### config.mk
export PLATFORM = sky130hd
export DESIGN_NAME = kwdt_top
export DESIGN_NICKNAME = d
export VERILOG_FILES = /design/src/rtl/kwdt_pkg.sv /design/src/rtl/kwdt_keyseq.sv /design/src/rtl/kwdt_count64.sv /design/src/rtl/kwdt_stretch.sv /design/src/rtl/kwdt_top.sv
export SDC_FILE = /design/constraint.sdc
export NUM_CORES = 1
export LEC_CHECK = 0
export ABC_CLOCK_PERIOD_IN_PS = 8300
export BUFFER_PORTS_ARGS = -buffer_cell sky130_fd_sc_hd__clkbuf_2
export CAP_MARGIN = 20
export CORE_MARGIN = 5
export CORE_UTILIZATION = 40
export CTS_CLUSTER_SIZE = 30
export DETAILED_ROUTE_END_ITERATION = 8
export SYNTH_ARGS = -nofsm -noshare
export SYNTH_HDL_FRONTEND = slang
export SYNTH_HIERARCHICAL = 1
export SYNTH_SLANG_ARGS = --single-unit
### constraint.sdc
create_clock -name clk -period 8.3 [get_ports clk]
set_input_delay 2.075 -clock clk [delete_from_list [all_inputs] [get_ports clk]]
set_output_delay 2.075 -clock clk [all_outputs]
set_load 0.01 [all_outputs]
### src/rtl/kwdt_pkg.sv
package kwdt_pkg;

  typedef enum logic [2:0] {
    ST_IDLE,
    ST_PRE,
    ST_ACTIVE,
    ST_SVC,
    ST_EXPIRED
  } wdg_state_e;

  localparam logic [15:0] KEY_OPEN  = 16'hA5C6;
  localparam logic [15:0] KEY_CLOSE = 16'hDA7E;

  localparam logic [7:0] OFS_CNT_LO = 8'h10;
  localparam logic [7:0] OFS_CNT_HI = 8'h14;
  localparam logic [7:0] OFS_PER_LO = 8'h18;
  localparam logic [7:0] OFS_PER_HI = 8'h1C;
  localparam logic [7:0] OFS_TCTL   = 8'h20;
  localparam logic [7:0] OFS_GCTL   = 8'h24;
  localparam logic [7:0] OFS_WDCTL  = 8'h28;

  localparam logic [1:0] GMODE_WDOG = 2'd2;

endpackage

### src/rtl/kwdt_keyseq.sv
module kwdt_keyseq
  import kwdt_pkg::*;
(
  input  logic       clk,
  input  logic       rst_n,
  input  logic       key_wr,
  input  logic [15:0] key,
  input  logic       en_bit,
  input  logic       wdog_mode,
  input  logic       cmp_hit,
  output wdg_state_e state,
  output logic       arm_evt,
  output logic       restart_evt,
  output logic       fault_evt,
  output logic       locked,
  output logic       armed
);

  wdg_state_e nxt;

  always_comb begin
    nxt         = state;
    arm_evt     = 1'b0;
    restart_evt = 1'b0;
    fault_evt   = 1'b0;
    unique case (state)
      ST_IDLE: begin
        if (key_wr && key == KEY_OPEN && en_bit && wdog_mode) nxt = ST_PRE;
      end
      ST_PRE: begin
        if (key_wr) begin
          if (key == KEY_CLOSE) begin
            nxt     = ST_ACTIVE;
            arm_evt = 1'b1;
          end else begin
            nxt       = ST_EXPIRED;
            fault_evt = 1'b1;
          end
        end
      end
      ST_ACTIVE: begin
        if (cmp_hit) nxt = ST_EXPIRED;
        else if (key_wr) begin
          if (key == KEY_OPEN) nxt = ST_SVC;
          else begin
            nxt       = ST_EXPIRED;
            fault_evt = 1'b1;
          end
        end
      end
      ST_SVC: begin
        if (cmp_hit) nxt = ST_EXPIRED;
        else if (key_wr) begin
          if (key == KEY_CLOSE) begin
            nxt         = ST_ACTIVE;
            restart_evt = 1'b1;
          end else begin
            nxt       = ST_EXPIRED;
            fault_evt = 1'b1;
          end
        end
      end
      default: nxt = ST_EXPIRED;
    endcase
  end

  always_ff @(posedge clk or negedge rst_n) begin
    if (!rst_n) state <= ST_IDLE;
    else        state <= nxt;
  end

  assign locked = (state != ST_IDLE);
  assign armed  = (state == ST_ACTIVE) || (state == ST_SVC);

endmodule

### src/rtl/kwdt_count64.sv
module kwdt_count64 #(
  parameter int HALF_W = 32
) (
  input  logic                clk,
  input  logic                rst_n,
  input  logic                run,
  input  logic                clear,
  input  logic                ld_lo,
  input  logic                ld_hi,
  input  logic [HALF_W-1:0]   ld_data,
  input  logic [2*HALF_W-1:0] limit,
  output logic [2*HALF_W-1:0] value,
  output logic                hit
);

  localparam int FULL_W = 2 * HALF_W;

  function automatic logic [FULL_W-1:0] advance(input logic [FULL_W-1:0] v);
    return v + FULL_W'(1);
  endfunction

  assign hit = run && (value == limit);

  always_ff @(posedge clk or negedge rst_n) begin
    if (!rst_n)          value <= '0;
    else if (clear)      value <= '0;
    else if (ld_lo)      value[HALF_W-1:0] <= ld_data;
    else if (ld_hi)      value[FULL_W-1:HALF_W] <= ld_data;
    else if (run && !hit) value <= advance(value);
  end

endmodule

### src/rtl/kwdt_stretch.sv
module kwdt_stretch #(
  parameter int HOLD = 16
) (
  input  logic clk,
  input  logic rst_n,
  input  logic trig,
  output logic active
);

  localparam int CW = $clog2(HOLD + 1);

  logic [CW-1:0] left;

  always_ff @(posedge clk or negedge rst_n) begin
    if (!rst_n)            left <= '0;
    else if (trig)         left <= CW'(HOLD);
    else if (left != '0)   left <= left - CW'(1);
  end

  assign active = (left != '0);

endmodule

### src/rtl/kwdt_top.sv
module kwdt_top
  import kwdt_pkg::*;
#(
  parameter int HALF_W   = 32,
  parameter int REQ_HOLD = 16
) (
  input  logic        clk,
  input  logic        rst_n,
  input  logic [7:0]  bus_addr,
  input  logic        bus_we,
  input  logic [31:0] bus_wdata,
  output logic [31:0] bus_rdata,
  output logic        rst_req
);

  localparam int FULL_W = 2 * HALF_W;

  logic [FULL_W-1:0] per_q;
  logic [FULL_W-1:0] cnt_q;
  logic [1:0]        mode_q;
  logic [3:0]        gctl_q;
  logic              en_q;
  logic              flag_q;

  wdg_state_e state;
  logic       arm_evt, restart_evt, fault_evt, locked, armed;
  logic       cmp_hit, run, tmo_evt;

  logic cfg_wr;
  logic wr_cnt_lo, wr_cnt_hi, wr_per_lo, wr_per_hi, wr_tctl, wr_gctl, wr_wd;

  assign cfg_wr    = bus_we && !locked;
  assign wr_cnt_lo = cfg_wr && bus_addr == OFS_CNT_LO;
  assign wr_cnt_hi = cfg_wr && bus_addr == OFS_CNT_HI;
  assign wr_per_lo = cfg_wr && bus_addr == OFS_PER_LO;
  assign wr_per_hi = cfg_wr && bus_addr == OFS_PER_HI;
  assign wr_tctl   = cfg_wr && bus_addr == OFS_TCTL;
  assign wr_gctl   = cfg_wr && bus_addr == OFS_GCTL;
  assign wr_wd     = bus_we && bus_addr == OFS_WDCTL;

  assign run     = armed && (mode_q != 2'd0) && (gctl_q[1:0] == 2'b11);
  assign tmo_evt = cmp_hit || fault_evt;

  kwdt_keyseq u_keyseq (
    .clk         (clk),
    .rst_n       (rst_n),
    .key_wr      (wr_wd),
    .key         (bus_wdata[31:16]),
    .en_bit      (bus_wdata[14]),
    .wdog_mode   (gctl_q[3:2] == GMODE_WDOG),
    .cmp_hit     (cmp_hit),
    .state       (state),
    .arm_evt     (arm_evt),
    .restart_evt (restart_evt),
    .fault_evt   (fault_evt),
    .locked      (locked),
    .armed       (armed)
  );

  kwdt_count64 #(.HALF_W(HALF_W)) u_count (
    .clk     (clk),
    .rst_n   (rst_n),
    .run     (run),
    .clear   (restart_evt),
    .ld_lo   (wr_cnt_lo),
    .ld_hi   (wr_cnt_hi),
    .ld_data (bus_wdata[HALF_W-1:0]),
    .limit   (per_q),
    .value   (cnt_q),
    .hit     (cmp_hit)
  );

  kwdt_stretch #(.HOLD(REQ_HOLD)) u_stretch (
    .clk    (clk),
    .rst_n  (rst_n),
    .trig   (tmo_evt),
    .active (rst_req)
  );

  always_ff @(posedge clk or negedge rst_n) begin
    if (!rst_n) begin
      per_q  <= '0;
      mode_q <= '0;
      gctl_q <= '0;
      en_q   <= 1'b0;
      flag_q <= 1'b0;
    end else begin
      if (wr_per_lo) per_q[HALF_W-1:0]      <= bus_wdata[HALF_W-1:0];
      if (wr_per_hi) per_q[FULL_W-1:HALF_W] <= bus_wdata[HALF_W-1:0];
      if (wr_tctl)   mode_q <= bus_wdata[7:6];
      if (wr_gctl)   gctl_q <= bus_wdata[3:0];
      if (wr_wd && !locked) en_q <= bus_wdata[14];
      if (tmo_evt)   flag_q <= 1'b1;
    end
  end

  always_comb begin
    bus_rdata = '0;
    case (bus_addr)
      OFS_CNT_LO: bus_rdata = 32'(cnt_q[HALF_W-1:0]);
      OFS_CNT_HI: bus_rdata = 32'(cnt_q[FULL_W-1:HALF_W]);
      OFS_PER_LO: bus_rdata = 32'(per_q[HALF_W-1:0]);
      OFS_PER_HI: bus_rdata = 32'(per_q[FULL_W-1:HALF_W]);
      OFS_TCTL:   bus_rdata = {24'd0, mode_q, 6'd0};
      OFS_GCTL:   bus_rdata = {28'd0, gctl_q};
      OFS_WDCTL:  bus_rdata = {16'd0, flag_q, en_q, 14'd0};
      default:    bus_rdata = '0;
    endcase
  end

endmodule

* Word-level counts from Yosys, hierarchy flattened *
Cells that the tools add are included.
W data, S select, Z words.

word-level totals
  input port bits = 43
  bits in registers = 144
  output and inout port bits = 33

operators by class
  muxes and demuxes = 28
  reduce and logical (&&, ||, !) cells = 30
  add/sub/neg operators = 2
  eq/ne operators = 19

operator list
  kind                     number
  $pmux W32 S7             1
  $mux W32                 4
  $mux W64                 2
  $add A64 B1 Y64 const B  1
  $eq A64 B64 Y1           1
  $eq A16 B16 Y1 const B   2
  $eq A8 B5 Y1 const B     4
  $eq A8 B6 Y1 const B     3
  $mux W3                  7
  $logic_and A1 B1 Y1      16
  $pmux W3 S4              1
  $mux W1                  10
  $mux W5                  2
  $reduce_bool A3 Y1       3
  $eq A3 B2 Y1 const B     2
  $ne A3 B2 Y1 const B     2
  $reduce_and A2 Y1        3
  $reduce_bool A5 Y1       1
  $sub A5 B1 Y5 const B    1
  $eq A2 B2 Y1 const B     2
  $reduce_bool A2 Y1       2
  $eq A3 B1 Y1 const B     1
  $logic_not A3 Y1         1
  $pmux W1 S3              1
  4 further kinds          6

* Longest topological paths before layout *
  depth after elaboration = 11
  gate-level depth with buffers = 15
  mapped depth without buffers = 13

* By module *
The synthesis kept the hierarchy.

modules (own cells, without submodules)
  module        cells an instance  instances  seq. area each (um2)  area an instance (um2)
  kwdt_count64  598                1          1601.5                4952.2
  kwdt_top      298                1          1801.7                3905.0
  kwdt_keyseq   45                 1          75.1                  377.9
  kwdt_stretch  25                 1          125.1                 261.5

* Worst setup path after synthesis *
OpenSTA, ideal clock, no wires.

  kind = input to output
  from = input port bus_addr[2]
  to = output port bus_rdata[6]
  path buffers = 4
  slack = 2.797 ns
  arrival time = 3.428 ns
  cell stages on the path = 8
  data required time = 6.225 ns
  cells stage by stage = buf_4 or4b_1 clkbuf_1 nor2_1 buf_4 buf_4 a32oi_1 o21ai_0

on the way
  cells in the longest elaborated chain, start to end = 2

ends and longest elaborated chain
  element                                              line            source
  start: declaration                                   kwdt_top.sv:9   input logic [7:0] bus_addr,
  $eq A8 B6 Y1 / $eq A8 B5 Y1 (equally long branches)  kwdt_top.sv:99  case (bus_addr)
  $pmux W32 S7 (*)                                     kwdt_top.sv:99
  end: declaration                                     kwdt_top.sv:12  output logic [31:0] bus_rdata,

Mark *: on every way between the ends. The rest lies on a longest branch, timed or not.

* Worst setup path after layout *
  from = input port bus_addr[2]
  to = output port bus_rdata[4]

The elaborated chain is that of the path after synthesis.

==> flow_results.xml <==
<?xml version="1.0" encoding="UTF-8"?>
<metrics>
  <group name="cells_and_area">
    <metric name="seqCellArea" unit="µm²">3600</metric>
    <metric name="finalNonFillerCells" unit="">1352</metric>
    <metric name="multi_input_comb_area" unit="µm²">5540</metric>
    <metric name="area_growth_syn_to_layout" unit="%">12.6</metric>
    <metric name="num-fill-cells" unit="">2288</metric>
    <metric name="insertedDiodeCount" unit="">0</metric>
    <metric name="numnets_final" unit="">1066</metric>
    <metric name="drive_gt1_frac" unit="">0.217</metric>
  </group>
  <group name="critical_path">
    <metric name="reg_to_reg_endpoint" unit="">u_count/value[57]$_DFFE_PN0P_</metric>
    <metric name="critical_path.endpoint_type" unit="">primary output</metric>
    <metric name="sequence_of_cells_on_the_critical_path" unit="">clkbuf_2 -&gt; buf_4 -&gt; nor4_1 -&gt; buf_4 -&gt; and2_1 -&gt; buf_4 -&gt; a221o_1 -&gt; clkbuf_2</metric>
    <metric name="worst_path_dominant_cell_family" unit="">buffers and inverters</metric>
    <metric name="worstPathBufferInverterCount" unit="">5</metric>
    <metric name="ws_path_type" unit="">in2out</metric>
    <metric name="crit_required" unit="ns">6.23</metric>
    <metric name="cpMaxStageDelayCell" unit="">sky130_fd_sc_hd__and2_1</metric>
    <metric name="ff2ff_setup_slack" unit="ns">2.43</metric>
    <metric name="reg2reg_from" unit="">u_count/value[62]$_DFFE_PN0P_</metric>
    <metric name="crit_path_max_incr_delay" unit="ns">0.64</metric>
    <metric name="crit_path_start_kind" unit="">input pin</metric>
    <metric name="crit_top_cell" unit="">sky130_fd_sc_hd__buf_4</metric>
    <metric name="critical_path_peak_fanout" unit="">19</metric>
    <metric name="worst-endpoint-arrival" unit="ns">4.75</metric>
    <metric name="timing.reg2reg.worst_path_depth" unit="">13</metric>
  </group>
  <group name="global_route">
    <metric name="number_of_antenna_violations_at_the_first_check_in_global_routing" unit="">0</metric>
    <metric name="met3_usage" unit="">0.0467</metric>
    <metric name="grt_util_met2" unit="">0.411</metric>
    <metric name="grt_overflow" unit="">0</metric>
    <metric name="grt.met1_usage" unit="">0.373</metric>
    <metric name="global_route.usage.total" unit="">0.270</metric>
    <metric name="grt_first_pass_wirelength" unit="mm">54.0</metric>
    <metric name="grt_pass1_vias" unit="">8394</metric>
    <metric name="grt_max_degree" unit="">76</metric>
    <metric name="grt_most_used_layer" unit="">met2</metric>
  </group>
  <group name="cts">
    <metric name="cts-resized-gates" unit="">0</metric>
    <metric name="tritoncts.num_buffers" unit="">17</metric>
    <metric name="post_cts.repair.setup_buffers" unit="">0</metric>
    <metric name="cts_tree" unit="">built</metric>
    <metric name="cts-htree-levels" unit="">4</metric>
    <metric name="number_of_sinks_handled_by_clock_tree_synthesis" unit="">144</metric>
    <metric name="worst_skew_pair.late_latency" unit="ns">0.43</metric>
    <metric name="ctsRootBufferMaster" unit="">sky130_fd_sc_hd__clkbuf_16</metric>
    <metric name="cts-root-to-sink-buffers" unit="">2</metric>
    <metric name="number_of_hold_repair_buffers_added_at_the_cts_stage" unit="">0</metric>
    <metric name="clkSlewWorstSetupHoldPaths" unit="ns">0.06</metric>
  </group>
  <group name="sta">
    <metric name="skew" unit="ns">0.0111</metric>
    <metric name="report.final.hold_viol_count" unit="">0</metric>
    <metric name="setup_tns" unit="ns">0</metric>
    <metric name="fmax" unit="MHz">147</metric>
    <metric name="grt_setup_unrepaired" unit="">no</metric>
    <metric name="worstMarginPinSlew" unit="ns">1.12</metric>
    <metric name="timing.slew.headroom" unit="">0.254</metric>
    <metric name="setup_viol" unit="">0</metric>
    <metric name="finalCritPeriodShare" unit="">0.822</metric>
    <metric name="final-max-slew-violation-count" unit="">0</metric>
    <metric name="post-route-min-period" unit="ns">6.82</metric>
  </group>
  <group name="floorplanning">
    <metric name="num_io_pins" unit="">76</metric>
    <metric name="coreArea" unit="µm²">23400</metric>
    <metric name="die_outline_area" unit="µm²">26900</metric>
    <metric name="start_util" unit="">0.406</metric>
    <metric name="die_height" unit="µm">164</metric>
    <metric name="die-width" unit="µm">164</metric>
    <metric name="placement_rows" unit="">56</metric>
  </group>
  <group name="min_path">
    <metric name="min-delay-start" unit="">flag_q$_DFFE_PN0P_</metric>
    <metric name="whs_path_depth" unit="">1</metric>
    <metric name="hold-path-endpoint" unit="">flag_q$_DFFE_PN0P_</metric>
    <metric name="min_path_type" unit="">reg2reg</metric>
  </group>
  <group name="route">
    <metric name="drt_iter0_markers" unit="">1076</metric>
    <metric name="drt-vias-per-instance" unit="">6.42</metric>
    <metric name="drt_first_pass_iters" unit="">6</metric>
    <metric name="route.final.wire_length" unit="mm">35.9</metric>
    <metric name="route.detailed.drc" unit="">0</metric>
    <metric name="drt-wirelength-per-cell" unit="µm">26.6</metric>
    <metric name="drt.antenna.violating_nets" unit="">0</metric>
    <metric name="dr_total_vias" unit="">8682</metric>
  </group>
  <group name="synth">
    <metric name="syn_inst" unit="">965</metric>
    <metric name="synth_nets" unit="">1010</metric>
    <metric name="syn-mean-instance-area" unit="µm²">9.84</metric>
    <metric name="count_of_yosys_warnings_during_synthesis" unit="">6</metric>
    <metric name="synth.cell_area" unit="µm²">9490</metric>
  </group>
  <group name="run_status">
    <metric name="outcome" unit="">finished, final reports clean</metric>
  </group>
  <group name="place">
    <metric name="port_buffers" unit="">75</metric>
    <metric name="place_hpwl" unit="mm">25.9</metric>
    <metric name="routabilityCongestion" unit="">0.972</metric>
    <metric name="dp.cells" unit="">1321</metric>
  </group>
  <group name="flow_run">
    <metric name="drv.max_cap_violation_count" unit="">0</metric>
  </group>
  <group name="power_and_ir_drop">
    <metric name="p_leak" unit="nW">4.45</metric>
    <metric name="irDropWorstVdd" unit="mV">0.114</metric>
    <metric name="pwr_density_cell" unit="nW/µm²">162</metric>
  </group>
</metrics>
power breakdown:
part | total [mW] | internal, mW | switching (mW) | leakage [nW]
registers | 0.781 | 0.734 | 0.0463 | 1.92
clock network | 0.759 | 0.448 | 0.311 | 0.277
logic | 0.193 | 0.0843 | 0.109 | 2.25
layout make-up:
cell class                 instances  area share
timing repair buffer              92      0.0477
multi-input combinational        748       0.519
inverter                          18     0.00632
sequential                       144       0.337
clock buffer                      21      0.0422
clock inverter                    10      0.0107
tap                              319      0.0374
worst reg2reg max path: stages (launching register included):
cell,delay (ns)
sky130_fd_sc_hd__dfrtp_1,0.46
sky130_fd_sc_hd__xnor2_1,0.38
sky130_fd_sc_hd__nand4_1,0.32
sky130_fd_sc_hd__nor4_1,0.78
sky130_fd_sc_hd__nand4_1,0.46
sky130_fd_sc_hd__nor2_1,0.49
sky130_fd_sc_hd__nand2b_1,0.25
sky130_fd_sc_hd__nor2_2,0.06
sky130_fd_sc_hd__buf_4,0.26
sky130_fd_sc_hd__nor2_1,0.54
sky130_fd_sc_hd__nand4_1,0.68
sky130_fd_sc_hd__buf_4,0.43
sky130_fd_sc_hd__or3_4,0.41
sky130_fd_sc_hd__o311ai_2,0.26
metal layers:
| layer | vias up | part of all wire |
|---|---|---|
| met3 | 97 | 0.079 |
| met1 | 4317 | 0.42 |
| met4 | 0 | 0.051 |
| met2 | 469 | 0.45 |
| li1 | 3799 | - |
| met5 | - | 0 |
through the flow:
step	setup slack [ns]	hold WS, ns	instance area, µm²	utilization	power, mW
final	1.48	0.486	10700	0.457	1.73
after global routing	1.35	0.494	10700	0.457	1.79
after CTS	1.51	0.485	10700	0.457	1.74
after detailed placement	1.49	0.467	10100	0.432	0.985
after global placement	1.63	0.477	10100	0.432	0.984
after floorplan	2.80	0.439	9490	-	0.900
cells in the final DEF (no fill, tap or decap), types with 5 or more instances in the layout:
master / count
sky130_fd_sc_hd__and4_1: 9
sky130_fd_sc_hd__nand3_1: 51
sky130_fd_sc_hd__mux2_4: 30
sky130_fd_sc_hd__o31ai_1: 7
sky130_fd_sc_hd__nand4_1: 33
sky130_fd_sc_hd__nor2b_1: 5
sky130_fd_sc_hd__clkbuf_2: 74
sky130_fd_sc_hd__mux2_2: 40
sky130_fd_sc_hd__a21oi_1: 8
sky130_fd_sc_hd__and2_1: 7
sky130_fd_sc_hd__buf_4: 17
sky130_fd_sc_hd__or3_1: 14
sky130_fd_sc_hd__nand2b_1: 5
sky130_fd_sc_hd__nor4_1: 20
sky130_fd_sc_hd__inv_1: 17
sky130_fd_sc_hd__o21ai_0: 27
sky130_fd_sc_hd__o311ai_0: 15
sky130_fd_sc_hd__a2111oi_0: 5
sky130_fd_sc_hd__nand2_1: 99
sky130_fd_sc_hd__or4_1: 11
sky130_fd_sc_hd__a221o_1: 27
sky130_fd_sc_hd__nor2_1: 60
sky130_fd_sc_hd__a31oi_1: 5
sky130_fd_sc_hd__xnor2_1: 72
sky130_fd_sc_hd__o211ai_1: 19
sky130_fd_sc_hd__clkbuf_16: 17
sky130_fd_sc_hd__dfrtp_1: 144
sky130_fd_sc_hd__a22oi_1: 11
sky130_fd_sc_hd__mux2i_1: 30
sky130_fd_sc_hd__nor3_1: 15
sky130_fd_sc_hd__and3_1: 21
sky130_fd_sc_hd__a311oi_1: 8
worst max path at each step:
| stage | end | slack (ns) | cells after the start | from |
|---|---|---|---|---|
| final | bus_rdata[4] | 1.48 | 8 | bus_addr[2] |
| after global routing | bus_rdata[1] | 1.35 | 9 | bus_addr[2] |
| after CTS | bus_rdata[16] | 1.51 | 8 | bus_addr[2] |
| after detailed placement | bus_rdata[16] | 1.49 | 8 | bus_addr[2] |
| after global placement | bus_rdata[7] | 1.63 | 6 | bus_addr[2] |
| after floorplan | bus_rdata[6] | 2.80 | 8 | bus_addr[2] |
state kept, by name, summed over array words and instances, names as in the netlist:
| name | count |
|---|---|
| u_keyseq/state | 3 |
| per_q | 64 |
| mode_q | 2 |
| u_stretch/left | 5 |
| u_count/value | 64 |
| gctl_q | 4 |
| en_q | 1 |
| flag_q | 1 |
(Power assumes the default switching activity.)
